--- src/rtl/sar_pkg.sv ---
package sar_pkg;

  typedef enum logic [2:0] {
    FMT_RJ16  = 3'd0,
    FMT_RJ20  = 3'd1,
    FMT_LJ24  = 3'd2,
    FMT_I2S24 = 3'd3,
    FMT_RJ24  = 3'd4
  } fmt_e;

  // strobes from control to datapath, valid for one clk
  typedef struct packed {
    logic shiftEn;      // shift the sampled data bit into every line
    logic captureLeft;  // a valid left half just ended
    logic publish;      // a valid right half ended after a valid left half
  } strobes_t;

endpackage

--- src/rtl/sar_ctrl.sv ---
module sar_ctrl
  import sar_pkg::*;
#(
  parameter int WORD_W = 24,
  parameter int CNT_W  = 8
) (
  input  logic       clk,
  input  logic       rstN,
  input  logic       sclkIn,
  input  logic       fsyncIn,
  input  logic [2:0] fmtSel,
  output strobes_t   strobes
);

  localparam logic [CNT_W-1:0] CNT_MAX  = '1;
  localparam logic [CNT_W-1:0] WORD_CNT = CNT_W'(WORD_W);

  logic sclkPrev, lrDly, effLrPrev, seen, synced, leftOk;
  logic [CNT_W-1:0] bitCnt;

  fmt_e fmt;
  logic isI2s, isRj, rise, effLr, lrEdge, halfOk, endedLeft, leftLevel;
  logic [CNT_W-1:0] slotNext, minHalf;

  assign fmt       = fmt_e'(fmtSel);
  assign isI2s     = (fmt == FMT_I2S24);
  assign isRj      = (fmt == FMT_RJ16) || (fmt == FMT_RJ20) || (fmt == FMT_RJ24);
  assign leftLevel = ~isI2s;

  always_comb begin
    case (fmt)
      FMT_RJ16: minHalf = CNT_W'(16);
      FMT_RJ20: minHalf = CNT_W'(20);
      default:  minHalf = CNT_W'(24);
    endcase
  end

  // I2S is handled as left-justified on a frame clock delayed by one bit
  assign rise      = sclkIn & ~sclkPrev;
  assign effLr     = isI2s ? lrDly : fsyncIn;
  assign lrEdge    = rise && seen && (effLr != effLrPrev);
  assign slotNext  = lrEdge ? '0 : ((bitCnt == CNT_MAX) ? bitCnt : bitCnt + 1'b1);
  assign halfOk    = synced && (bitCnt >= minHalf - 1'b1);
  assign endedLeft = (effLrPrev == leftLevel);

  always_comb begin
    strobes.shiftEn     = rise && (isRj || (slotNext < WORD_CNT));
    strobes.captureLeft = lrEdge && halfOk && endedLeft;
    strobes.publish     = lrEdge && halfOk && !endedLeft && leftOk;
  end

  always_ff @(posedge clk or negedge rstN) begin
    if (!rstN) begin
      sclkPrev  <= 1'b0;
      lrDly     <= 1'b0;
      effLrPrev <= 1'b0;
      seen      <= 1'b0;
      synced    <= 1'b0;
      leftOk    <= 1'b0;
      bitCnt    <= '0;
    end else begin
      sclkPrev <= sclkIn;
      if (rise) begin
        lrDly     <= fsyncIn;
        effLrPrev <= effLr;
        seen      <= 1'b1;
        bitCnt    <= slotNext;
        if (lrEdge) begin
          synced <= 1'b1;
          leftOk <= endedLeft && halfOk;
        end
      end
    end
  end

  assert_cnt_restart_R9: assert property (@(posedge clk) disable iff (!rstN)
    lrEdge |=> (bitCnt == '0));

  assert_left_arms_R8: assert property (@(posedge clk) disable iff (!rstN)
    strobes.captureLeft |=> leftOk);

  assert_publish_disarms_R8: assert property (@(posedge clk) disable iff (!rstN)
    strobes.publish |=> !leftOk);

endmodule

--- src/rtl/sar_datapath.sv ---
module sar_datapath
  import sar_pkg::*;
#(
  parameter int LINES  = 3,
  parameter int WORD_W = 24
) (
  input  logic                          clk,
  input  logic                          rstN,
  input  logic [LINES-1:0]              sdataIn,
  input  logic [2:0]                    fmtSel,
  input  strobes_t                      strobes,
  output logic [LINES-1:0][WORD_W-1:0]  leftOut,
  output logic [LINES-1:0][WORD_W-1:0]  rightOut,
  output logic                          frameValid
);

  // shorter words move to the top with zero LSBs
  function automatic logic [WORD_W-1:0] alignWord(input logic [2:0] f,
                                                  input logic [WORD_W-1:0] sh);
    case (fmt_e'(f))
      FMT_RJ16: return {sh[15:0], {(WORD_W-16){1'b0}}};
      FMT_RJ20: return {sh[19:0], {(WORD_W-20){1'b0}}};
      default:  return sh;
    endcase
  endfunction

  for (genvar ln = 0; ln < LINES; ln++) begin : g_line
    logic [WORD_W-1:0] shiftReg, leftHold, leftQ, rightQ;

    always_ff @(posedge clk or negedge rstN) begin
      if (!rstN) begin
        shiftReg <= '0;
        leftHold <= '0;
        leftQ    <= '0;
        rightQ   <= '0;
      end else begin
        if (strobes.shiftEn)     shiftReg <= {shiftReg[WORD_W-2:0], sdataIn[ln]};
        if (strobes.captureLeft) leftHold <= alignWord(fmtSel, shiftReg);
        if (strobes.publish) begin
          leftQ  <= leftHold;
          rightQ <= alignWord(fmtSel, shiftReg);
        end
      end
    end

    assign leftOut[ln]  = leftQ;
    assign rightOut[ln] = rightQ;
  end

  always_ff @(posedge clk or negedge rstN) begin
    if (!rstN) frameValid <= 1'b0;
    else       frameValid <= strobes.publish;
  end

  assert_pulse_single_R8: assert property (@(posedge clk) disable iff (!rstN)
    frameValid |=> !frameValid);

  assert_hold_outputs_R8: assert property (@(posedge clk) disable iff (!rstN)
    !frameValid |-> ($stable(leftOut) && $stable(rightOut)));

endmodule

--- src/rtl/serial_audio_rx.sv ---
module serial_audio_rx
  import sar_pkg::*;
#(
  parameter int LINES  = 3,
  parameter int WORD_W = 24,
  parameter int CNT_W  = 8
) (
  input  logic                          clk,
  input  logic                          rstN,
  input  logic                          sclkIn,
  input  logic                          fsyncIn,
  input  logic [LINES-1:0]              sdataIn,
  input  logic [2:0]                    fmtSel,
  output logic [LINES-1:0][WORD_W-1:0]  leftOut,
  output logic [LINES-1:0][WORD_W-1:0]  rightOut,
  output logic                          frameValid
);

  strobes_t strobes;

  sar_ctrl #(.WORD_W(WORD_W), .CNT_W(CNT_W)) u_ctrl (
    .clk     (clk),
    .rstN    (rstN),
    .sclkIn  (sclkIn),
    .fsyncIn (fsyncIn),
    .fmtSel  (fmtSel),
    .strobes (strobes)
  );

  sar_datapath #(.LINES(LINES), .WORD_W(WORD_W)) u_dp (
    .clk        (clk),
    .rstN       (rstN),
    .sdataIn    (sdataIn),
    .fmtSel     (fmtSel),
    .strobes    (strobes),
    .leftOut    (leftOut),
    .rightOut   (rightOut),
    .frameValid (frameValid)
  );

endmodule

--- config.mk ---
export PLATFORM = sky130hd
export DESIGN_NAME = serial_audio_rx
export DESIGN_NICKNAME = d
export VERILOG_FILES = /design/src/rtl/sar_pkg.sv /design/src/rtl/sar_ctrl.sv /design/src/rtl/sar_datapath.sv /design/src/rtl/serial_audio_rx.sv
export SDC_FILE = /design/constraint.sdc
export NUM_CORES = 1
export LEC_CHECK = 0
export ABC_AREA = 1
export CAP_MARGIN = 20
export CORE_ASPECT_RATIO = 2
export CORE_MARGIN = 10
export CORE_UTILIZATION = 40
export DETAILED_ROUTE_END_ITERATION = 7
export PLACE_DENSITY_LB_ADDON = 0.05
export SYNTH_ARGS = -nofsm -noshare
export SYNTH_HDL_FRONTEND = slang
export SYNTH_SLANG_ARGS = --single-unit
--- constraint.sdc ---
create_clock -name clk -period 2 [get_ports clk]
set_input_delay 0.6 -clock clk [delete_from_list [all_inputs] [get_ports clk]]
set_output_delay 0.6 -clock clk [all_outputs]
set_load 0.02 [all_outputs]
# After elaboration in Yosys (flattened, before gate mapping)

Cells that the tools add are included.

Register bits after elaboration: 303
Input bits: 10
Output and inout bits: 145
Logic and storage cells: 55

Add/sub/neg operators: 2
Magnitude comparators: 2
Eq/ne operators: 6
Muxes and demuxes: 7
Bitwise operators: 3
Reductions and logical operators: 15

Operators with widths:

| kind                                                       | count |
|---|---|
| one-hot mux 24 bit (2 select lines)                        | 3 |
| two-way mux 8 bit                                          | 2 |
| logical AND 1 bit                                          | 9 |
| adder 8 x 1 -> 8 bit, second input constant                | 1 |
| == test 8 bit, second input constant                       | 1 |
| greater-or-equal comparator 8 bit                          | 1 |
| less-than comparator 8 x 5 -> 1 bit, second input constant | 1 |
| one-hot mux 4 bit (2 select lines)                         | 1 |
| subtractor 5 x 1 -> 6 bit, second input constant           | 1 |
| == test 3 x 1 -> 1 bit, second input constant              | 1 |
| == test 3 x 2 -> 1 bit, second input constant              | 1 |
| == test 3 bit, second input constant                       | 1 |
| zero test 3 bit                                            | 1 |
| logical OR 1 bit                                           | 3 |
| NOT 1 bit                                                  | 2 |
| AND reduction 2 bit                                        | 1 |
| bitwise AND 1 bit                                          | 1 |
| == test 1 bit                                              | 1 |
| zero test 1 bit                                            | 1 |
| two-way mux 1 bit                                          | 1 |
| inequality test 1 bit                                      | 1 |

# Depth between registers and ports, before layout

Gate-level depths: netlist of run 1.

Word-level depth: 8
Mapped depth: 17

# Modules after synthesis

Synthesis of run 1 repeated with hierarchy kept, for this count alone.

Cell total of the unflattened synthesis: 1,571
Area total of the unflattened synthesis: 12,903.6 µm²

By module, submodules not included:

| module       | times used | cells each | area each (µm²) | sequential area each (µm²) |
|---|---|---|---|---|
| sar_datapath | 1          | 1,445      | 11,946.5        | 7,231.9 |
| sar_ctrl     | 1          | 126        | 957.2           | 350.3 |

# Worst setup path before layout of run 1

OpenSTA, ideal clock, no wires.

Path type: input to register
Start point: input port fmtSel[2]
End point: register u_dp.g_line[1].leftHold[4]
Arrival: 3.010 ns
Required time: 1.868 ns
Slack: -1.142 ns
Stages: 16
Path buffers: 3
Cell sequence: nor2_2 inv_2 nor2_2 inv_2 clkbuf_1 ha_1 a21oi_1 nand2_1 nand2_1 nand2_1 o21ai_0 nor3_4 buf_4 buf_4 nand2_1 o21ai_0

Word-level cells in the longest chain between the ends: 7
Elaborated cells between the ends (all ways): 15
Those cells by class: 1 x add/sub; 1 x order compare; 4 x eq/ne; 3 x mux; 1 x bitwise; 5 x reduce/logical

RTL lines:

| item                                                      | RTL line                           | RTL |
|---|---|---|
| start, declared                                           | serial_audio_rx.sv:13              | `input logic [2:0] fmtSel,` |
| == test 3 x 1 -> 1 bit or zero test 3 bit (tied branches) | sar_ctrl.sv:31, sar_datapath.sv:20 |  |
| one-hot mux 4 bit (2 select lines)                        | sar_ctrl.sv:31                     | `case (fmt)` |
| subtractor 5 x 1 -> 6 bit                                 | sar_ctrl.sv:43                     | `assign halfOk = synced && (bitCnt >= minHalf - 1'b1);` |
| greater-or-equal comparator 8 bit                         | sar_ctrl.sv:43                     |  |
| logical AND 1 bit                                         | sar_ctrl.sv:43                     |  |
| logical AND 1 bit (2 in series)                           | sar_ctrl.sv:48                     | `strobes.captureLeft = lrEdge && halfOk && endedLeft;` |
| end signal, assigned                                      | sar_datapath.sv:38                 | `if (strobes.captureLeft) leftHold <= alignWord(fmtSel, shiftReg);` |
| end, declared                                             | sar_datapath.sv:28                 | `logic [WORD_W-1:0] shiftReg, leftHold, leftQ, rightQ;` |

Several ways; a longest one is shown, not always the timed one.
A chain may end at the register's enable or synchronous reset.

# Final worst setup path of run 1

Start point: input port fmtSel[1]
End point: register u_dp.g_line[1].leftHold[14]

The elaborated chain is that of the path after synthesis.

==> qor.json, run 1 <==
{
  "number_of_drc_markers_in_iteration_0": {"value": 567},
  "grt_first_pass_wirelength": {"value": 62000, "unit": "um"},
  "die_area": {"value": 39800, "unit": "sq um"},
  "netlist_instances": {"value": 1467},
  "timing.final.ws_setup": {"value": -88.8, "unit": "ps"},
  "cts_buffers": {"value": 27},
  "timing.critical_path.from_type": {"value": "input port"},
  "busiest_layer": {"value": "met2"},
  "ys_warn_count": {"value": 0},
  "final_layout_size_suffix_gt1_share": {"value": 18.0, "unit": "%"},
  "synthDominantAreaCellType": {"value": "dfrtp_1"},
  "port-buffer-count": {"value": 154},
  "gr-usage-met2": {"value": 35.7, "unit": "%"},
  "die_boundary_width": {"value": 146, "unit": "um"},
  "utilization": {"value": 56.0, "unit": "%"},
  "failed_checks": {"value": "setup timing"},
  "cellLeakagePower": {"value": 9.47, "unit": "nW"},
  "top_library_cells_by_usage_in_the_layout_fill_and_taps_aside": {"value": "470 x nand2_1, 303 x dfrtp_1, 144 x dlygate4sd2_1, 107 x inv_1, 91 x o21ai_1"},
  "pre_cts_slack": {"value": -928, "unit": "ps"},
  "placement_rows": {"value": 92},
  "crit_fanout": {"value": 7},
  "grt_util_met1": {"value": 21.5, "unit": "%"},
  "n_antenna_cell": {"value": 0},
  "detail_route.wl_per_cell": {"value": 18.7, "unit": "um"},
  "synth_top_flop_cell": {"value": "dfrtp_1"},
  "ys_top_cells_by_area": {"value": "dfrtp_1 60%, nand2_1 16%, o21ai_1 3.7%"},
  "cts.htree.levels": {"value": 1},
  "fin_skew": {"value": 28.1, "unit": "ps"},
  "via_count_of_the_first_global_routing_pass": {"value": 10800},
  "mappedNetlistArea": {"value": 12700, "unit": "sq um"},
  "max_slew_margin": {"value": 45.6, "unit": "%"},
  "synth-seq-area-share": {"value": 59.5, "unit": "%"},
  "antenna_found_initial": {"value": 0},
  "synth-edff-count": {"value": 0},
  "initial_drt_pass_iterations": {"value": 5},
  "via_per_inst": {"value": 4.96},
  "slew_violations": {"value": 0},
  "route.vias.total": {"value": 10600},
  "postSynth.asyncResetShare": {"value": 100, "unit": "%"},
  "fill_cells": {"value": 2930},
  "finalCritPeriodShare": {"value": 104, "unit": "%"},
  "total_clock_sinks": {"value": 303},
  "clkTransAtPathRegs": {"value": 70, "unit": "ps"},
  "place_inst": {"value": 2048},
  "clock.fmax": {"value": 479, "unit": "MHz"},
  "max_cap_viol_count": {"value": 0},
  "pwr_density_cell": {"value": 1100, "unit": "nW/um^2"},
  "timing_worst_slew_pin_value": {"value": 816, "unit": "ps"},
  "finalWirelength": {"value": 40100, "unit": "um"},
  "max-vdd-ir-drop": {"value": 0.751, "unit": "mV"},
  "clk_root_buffer_cell": {"value": "clkbuf_16"},
  "netlist-cell-type-count": {"value": 31},
  "worst_setup_path_end_kind": {"value": "flop"},
  "grt_setup_unrepaired": {"value": "true"},
  "post_synth.cell_area_avg": {"value": 8.68, "unit": "sq um"},
  "top_level_ports": {"value": 155},
  "synth.net_count": {"value": 1481},
  "syn_to_final_growth": {"value": 38.7, "unit": "%"},
  "timing_worst_setup_path_type": {"value": "in2reg"},
  "instances_no_fill": {"value": 2141},
  "final_common_cell": {"value": "nand2_1"},
  "place.gp.congestion": {"value": 0.833},
  "drc": {"value": 0},
  "cts_max_path_buffers": {"value": 3},
  "min-delay-path-class": {"value": "in2reg"},
  "required": {"value": 2480, "unit": "ps"},
  "critical_path_arrival": {"value": 2570, "unit": "ps"},
  "nNetsFinal": {"value": 1714},
  "grt_start_max_net_pins": {"value": 81},
  "grt_use_met3": {"value": 2.84, "unit": "%"},
  "grt.total_usage": {"value": 19.3, "unit": "%"},
  "dp_hpwl": {"value": 25300, "unit": "um"},
  "floorplan.initialDensity": {"value": 40.4, "unit": "%"},
  "finalHoldWorstSlack": {"value": 326, "unit": "ps"},
  "dpl-instance-area": {"value": 15400, "unit": "sq um"},
  "detail-route-antenna-nets": {"value": 0},
  "die_h": {"value": 272, "unit": "um"},
  "finalWorstPathRequiredPeriod": {"value": 2090, "unit": "ps"},
  "cts_tree": {"value": "done"},
  "grt-ovfl-total": {"value": 0},
  "outcome": {"value": "finished with violations"},
  "synth.ff_latch_count": {"value": 303},
  "final-hold-violation-count": {"value": 0},
  "floorplan.core_area": {"value": 31500, "unit": "sq um"},
  "final_design_area_no_fill": {"value": 17700, "unit": "sq um"},
  "worst_skew_pair.late_latency": {"value": 570, "unit": "ps"},
  "top_area_cell_type_share_of_the_netlist_area": {"value": 59.5, "unit": "%"},
  "report.final.setup_viol": {"value": 172}
}
[worst max-delay path, stage by stage]
cell and delay (ps):
buf_6 100, nor2_4 120, inv_2 60, nor2_4 110, inv_2 50, ha_4 270, nand3_2 50, nand2_1 60
nand2_1 60, nand2_2 70, o21ai_4 60, buf_6 120, nor3_4 290, buf_12 190, buf_6 120, buf_6 100
nand2_1 40, o21ai_1 70
[power breakdown]
group          leakage, nW  internal (mW)  switching (mW)
clock network        0.478           3.41            2.34
logic                 4.99           1.95            2.97
registers             4.00           7.69            1.03
total                 9.47           13.0            6.34
[metal layers]
metal / vias to the layer above / routed length, um
met4: 0 / 1280
met5: - / 0
li1: 5139 / -
met2: 226 / 22500
met3: 61 / 1570
met1: 5194 / 14800
[state kept, by name, indices dropped and copies added, names as in the netlist]
name,count
u_ctrl.lrDly,1
u_ctrl.seen,1
u_dp.frameValid,1
u_dp.g_line.shiftReg,72
u_dp.g_line.leftQ,72
u_ctrl.bitCnt,8
u_ctrl.synced,1
u_ctrl.leftOk,1
u_ctrl.effLrPrev,1
u_dp.g_line.leftHold,72
u_dp.g_line.rightQ,72
u_ctrl.sclkPrev,1
[final timing paths]
kind                                           start                           to  slack (ps)  cells past startpoint
max reg2reg                         u_ctrl.bitCnt[3]  u_dp.g_line[1].leftHold[14]         -30                     13
min in group asynchronous                       rstN     u_dp.g_line[1].leftQ[19]         500                      2
max                                        fmtSel[1]  u_dp.g_line[1].leftHold[14]         -90                     18
min reg2reg                u_dp.g_line[2].rightQ[16]    u_dp.g_line[2].rightQ[16]         470                      2
max in group asynchronous                       rstN   u_dp.g_line[0].shiftReg[2]         880                      3
min                                           sclkIn              u_ctrl.sclkPrev         330                      1
[stage by stage]
stage	setup TNS, ps	total power [mW]
final	-6040	19.4
after global routing	-34790	20.5
after CTS	-660	19.3
after detailed placement	-252430	13.7
after global placement	-250770	13.6
after floorplan	-124730	11.3
[final cells by class]
class                           count  area (sq um)  share of cell area (%)
Inverter                          112           437                    2.47
Tap cell                          423           529                    2.99
Multi-Input combinational cell    965          4700                    26.6
Clock buffer                       39           801                    4.53
Clock inverter                      8           169                   0.956
Timing Repair Buffer              291          3450                    19.5
Sequential cell                   303          7580                    42.9
[cell usage after synthesis, types with 4 or more instances]
| cell | number |
|---|---|
| a21oi_1 | 18 |
| buf_2 | 21 |
| buf_4 | 13 |
| buf_6 | 13 |
| clkbuf_1 | 40 |
| dfrtp_1 | 303 |
| ha_1 | 4 |
| inv_1 | 109 |
| nand2_1 | 540 |
| nand3_1 | 85 |
| nor2_1 | 85 |
| o21ai_0 | 59 |
| o21ai_1 | 94 |
| o21ai_2 | 4 |
| o22ai_1 | 55 |
| xor2_1 | 4 |
[repair_timing]
action / in CTS / in global routing
setup endpoints to repair: 434 / 284
hold buffers: 1 / 0
hold endpoints to repair: 24 / 0
cloned: 17 / 10
gates resized for setup: 252 / 114
pin swaps: 23 / 8
buffers inserted: 16 / 6
[logic make-up (layout without fill, tap and decap cells)]
logic type	count (synthesis)	after routing	synth area share (%)
and+or+nand+nor	723	723	22.6
xor gates and xnor gates	4	4	0.275
muxes	1	1	0.0884
buffers and inverters	199	450	7.22
adders and majority gates	4	4	0.393
AOI/OAI and AO/OA	233	233	9.89
DFF	303	303	59.5
Note: power is estimated with default switching activity, not from simulation.
==> run 2, diff against run 1 <==
Settings changed: ABC_AREA 1 to default.
==> run 2 against run 1 <==
Net effect: the flow still finishes with violations (setup timing); sequential share of layout area shrank 2.6 points; cell count shrank 23%; synthesized cell count shrank 36%; worst hold slack gained 48 ps; critical path depth shrank 3; largest power group unchanged; highest routed layer unchanged.
==> qor.json, run 2 <==
{
  "outcome": {"value": "finished with violations"},
  "failed_checks": {"value": "setup timing"},
  "netlist-cell-type-count": {"value": 39},
  "placement_rows": {"value": 93},
  "grt-ovfl-total": {"value": 0},
  "total_clock_sinks": {"value": 303},
  "number_of_drc_markers_in_iteration_0": {"value": 257},
  "max-vdd-ir-drop": {"value": 0.849, "unit": "mV"},
  "required": {"value": 2430, "unit": "ps"},
  "synth_top_flop_cell": {"value": "dfrtp_1"},
  "synth.net_count": {"value": 948},
  "top_library_cells_by_usage_in_the_layout_fill_and_taps_aside": {"value": "302 x dfrtp_1, 241 x mux2_4, 119 x dlymetal6s2s_1, 82 x nand2_1, 63 x o21ai_0"},
  "nNetsFinal": {"value": 1204},
  "critical_path_arrival": {"value": 2800, "unit": "ps"},
  "utilization": {"value": 58.8, "unit": "%"},
  "holdPathStages": {"value": 1},
  "port-buffer-count": {"value": 154},
  "regToRegEndpoint": {"value": "u_dp.g_line[1].leftQ[23]"},
  "drc": {"value": 0},
  "initial_drt_pass_iterations": {"value": 4},
  "fin_skew": {"value": 11.4, "unit": "ps"},
  "pre_cts_slack": {"value": -1320, "unit": "ps"},
  "cellLeakagePower": {"value": 11.1, "unit": "nW"},
  "min-delay-path-class": {"value": "in2reg"},
  "report.power.total": {"value": 18.5, "unit": "mW"},
  "dp_hpwl": {"value": 22500, "unit": "um"},
  "ys_warn_count": {"value": 0},
  "top_area_cell_type_share_of_the_netlist_area": {"value": 58.8, "unit": "%"},
  "slew_violations": {"value": 0},
  "finalCritPeriodShare": {"value": 119, "unit": "%"},
  "gr-usage-met2": {"value": 33.5, "unit": "%"},
  "synth-edff-count": {"value": 0},
  "finalWirelength": {"value": 35500, "unit": "um"},
  "worst_skew_pair.late_latency": {"value": 550, "unit": "ps"},
  "place_inst": {"value": 1540},
  "finalWorstPathRequiredPeriod": {"value": 2370, "unit": "ps"},
  "route.vias.total": {"value": 8204},
  "report.final.setup_viol": {"value": 288},
  "yosysMostFrequentCell": {"value": "dfrtp_1"},
  "timing_worst_setup_path_type": {"value": "in2reg"},
  "mappedNetlistArea": {"value": 12900, "unit": "sq um"},
  "place.gp.congestion": {"value": 0.812},
  "final_common_cell": {"value": "dfrtp_1"},
  "die_h": {"value": 274, "unit": "um"},
  "final-hold-violation-count": {"value": 0},
  "floorplan.initialDensity": {"value": 40.3, "unit": "%"},
  "grt_start_max_net_pins": {"value": 65},
  "grt_first_pass_wirelength": {"value": 55900, "unit": "um"},
  "synthDominantAreaCellType": {"value": "dfrtp_1"},
  "n_antenna_cell": {"value": 0},
  "grt.total_usage": {"value": 17.5, "unit": "%"},
  "cts_max_path_buffers": {"value": 3},
  "crit_fanout": {"value": 5},
  "worst_setup_path_end_kind": {"value": "flop"},
  "cts_buffers": {"value": 28},
  "cts_tree": {"value": "done"},
  "cts.htree.levels": {"value": 1},
  "detail_route.wl_per_cell": {"value": 21.7, "unit": "um"},
  "rr_startpoint": {"value": "u_ctrl.bitCnt[5]"},
  "pwr_density_cell": {"value": 983, "unit": "nW/um^2"},
  "instances_no_fill": {"value": 1638},
  "setup_tns": {"value": -63740, "unit": "ps"},
  "max_cap_viol_count": {"value": 0},
  "min_from": {"value": "sclkIn"},
  "die_area": {"value": 40300, "unit": "sq um"},
  "clock.fmax": {"value": 422, "unit": "MHz"},
  "grt_setup_unrepaired": {"value": "true"},
  "synth.ff_latch_count": {"value": 303},
  "final_layout_size_suffix_gt1_share": {"value": 40.5, "unit": "%"},
  "busiest_layer": {"value": "met2"},
  "timing_worst_slew_pin_value": {"value": 510, "unit": "ps"},
  "grt_util_met1": {"value": 18.8, "unit": "%"},
  "top_cell_types_by_occurrence_after_synthesis": {"value": "303 x dfrtp_1, 261 x mux2_2, 83 x nand2_1"},
  "post_synth.cell_area_avg": {"value": 13.8, "unit": "sq um"},
  "synth-seq-area-share": {"value": 58.8, "unit": "%"},
  "timing.hold.worst_endpoint": {"value": "u_ctrl.sclkPrev"},
  "max_slew_margin": {"value": 66.0, "unit": "%"},
  "timing.critical_path.from_type": {"value": "input port"},
  "clk_root_buffer_cell": {"value": "clkbuf_16"},
  "grt_use_met3": {"value": 3.02, "unit": "%"},
  "reg2reg_slack": {"value": -280, "unit": "ps"},
  "syn_to_final_growth": {"value": 45.8, "unit": "%"},
  "clkTransAtPathRegs": {"value": 60, "unit": "ps"},
  "timing.final.ws_setup": {"value": -370, "unit": "ps"},
  "via_per_inst": {"value": 5.01},
  "floorplan.core_area": {"value": 32000, "unit": "sq um"},
  "die_boundary_width": {"value": 147, "unit": "um"},
  "detail-route-antenna-nets": {"value": 0},
  "critPathLaunch": {"value": "fmtSel[1]"},
  "ys_top_cells_by_area": {"value": "dfrtp_1 59%, mux2_2 23%, mux2i_1 4.0%"},
  "worst_r2r_path_depth": {"value": 10},
  "netlist_instances": {"value": 934},
  "antenna_found_initial": {"value": 0},
  "via_count_of_the_first_global_routing_pass": {"value": 9244},
  "postSynth.asyncResetShare": {"value": 100, "unit": "%"},
  "top_level_ports": {"value": 155}
}
[run 2: report_power, final]
| group | switching (mW) | internal (mW) |
|---|---|---|
| logic | 1.72 | 2.62 |
| clock network | 2.39 | 3.30 |
| registers | 1.25 | 7.22 |
| total | 5.35 | 13.1 |
[run 2: metrics by stage]
step / hold WS (ps) / area (sq um)
floorplan: 304 / 13400
global placement: 454 / 15900
detailed placement: 459 / 15900
CTS: 351 / 18300
global route: 365 / 18800
finish: 373 / 18800
[run 2: layer usage]
metal / wire length, um / share of wire [%]
met3: 1310 / 3.7
met1: 13200 / 37
met4: 1030 / 2.9
met5: 0 / 0
met2: 20000 / 56
[run 2: layout make-up]
class / count / area, sq um
Sequential cell: 303 / 7580
Tap cell: 427 / 534
Multi-Input combinational cell: 568 / 5960
Clock buffer: 40 / 837
Inverter: 4 / 15.0
Fill cell: 2600 / 13200
Timing Repair Buffer: 285 / 3740
Clock inverter: 11 / 138
[run 2: what timing repair did]
action | 4_1_cts | 5_1_grt
hold endpoints to repair | 31 | 0
setup endpoints to repair | 435 | 408
gates resized for setup | 181 | 202
gates cloned | 22 | 2
buffers inserted | 31 | 10
hold buffers | 1 | 0
pin swaps | 7 | 5
[run 2: critical path: stages]
cell and delay [ps]:
buf_6 90, or2_4 260, nor2_4 100, inv_2 50
ha_4 250, o21ai_2 60, o21ai_2 200, nand2_2 120
nor3_4 160, buf_6 140, buf_6 100, buf_8 130
buf_12 110, buf_12 120, mux2_4 300
[run 2: cells by family after synthesis]
logic type	share of synthesized area, %
multiplexers	29.1
flip-flops	58.8
AND/OR/NAND/NOR	4.96
AO/OA/AOI/OAI	3.68
buffers and inverters	2.91
adder cells (fa/ha/maj)	0.388
XOR/XNOR	0.204
[run 2: worst max-delay path by stage]
stage / endpoint / slack (ps) / depth (start not counted)
finish: u_dp.g_line[1].leftQ[23] / -370 / 15
global placement: u_dp.g_line[1].leftQ[20] / -1320 / 12
global route: u_dp.g_line[1].rightQ[23] / -420 / 15
CTS: u_dp.g_line[0].rightQ[22] / -390 / 15
floorplan: u_dp.g_line[0].leftHold[19] / -810 / 12
detailed placement: u_dp.g_line[1].rightQ[21] / -1320 / 12
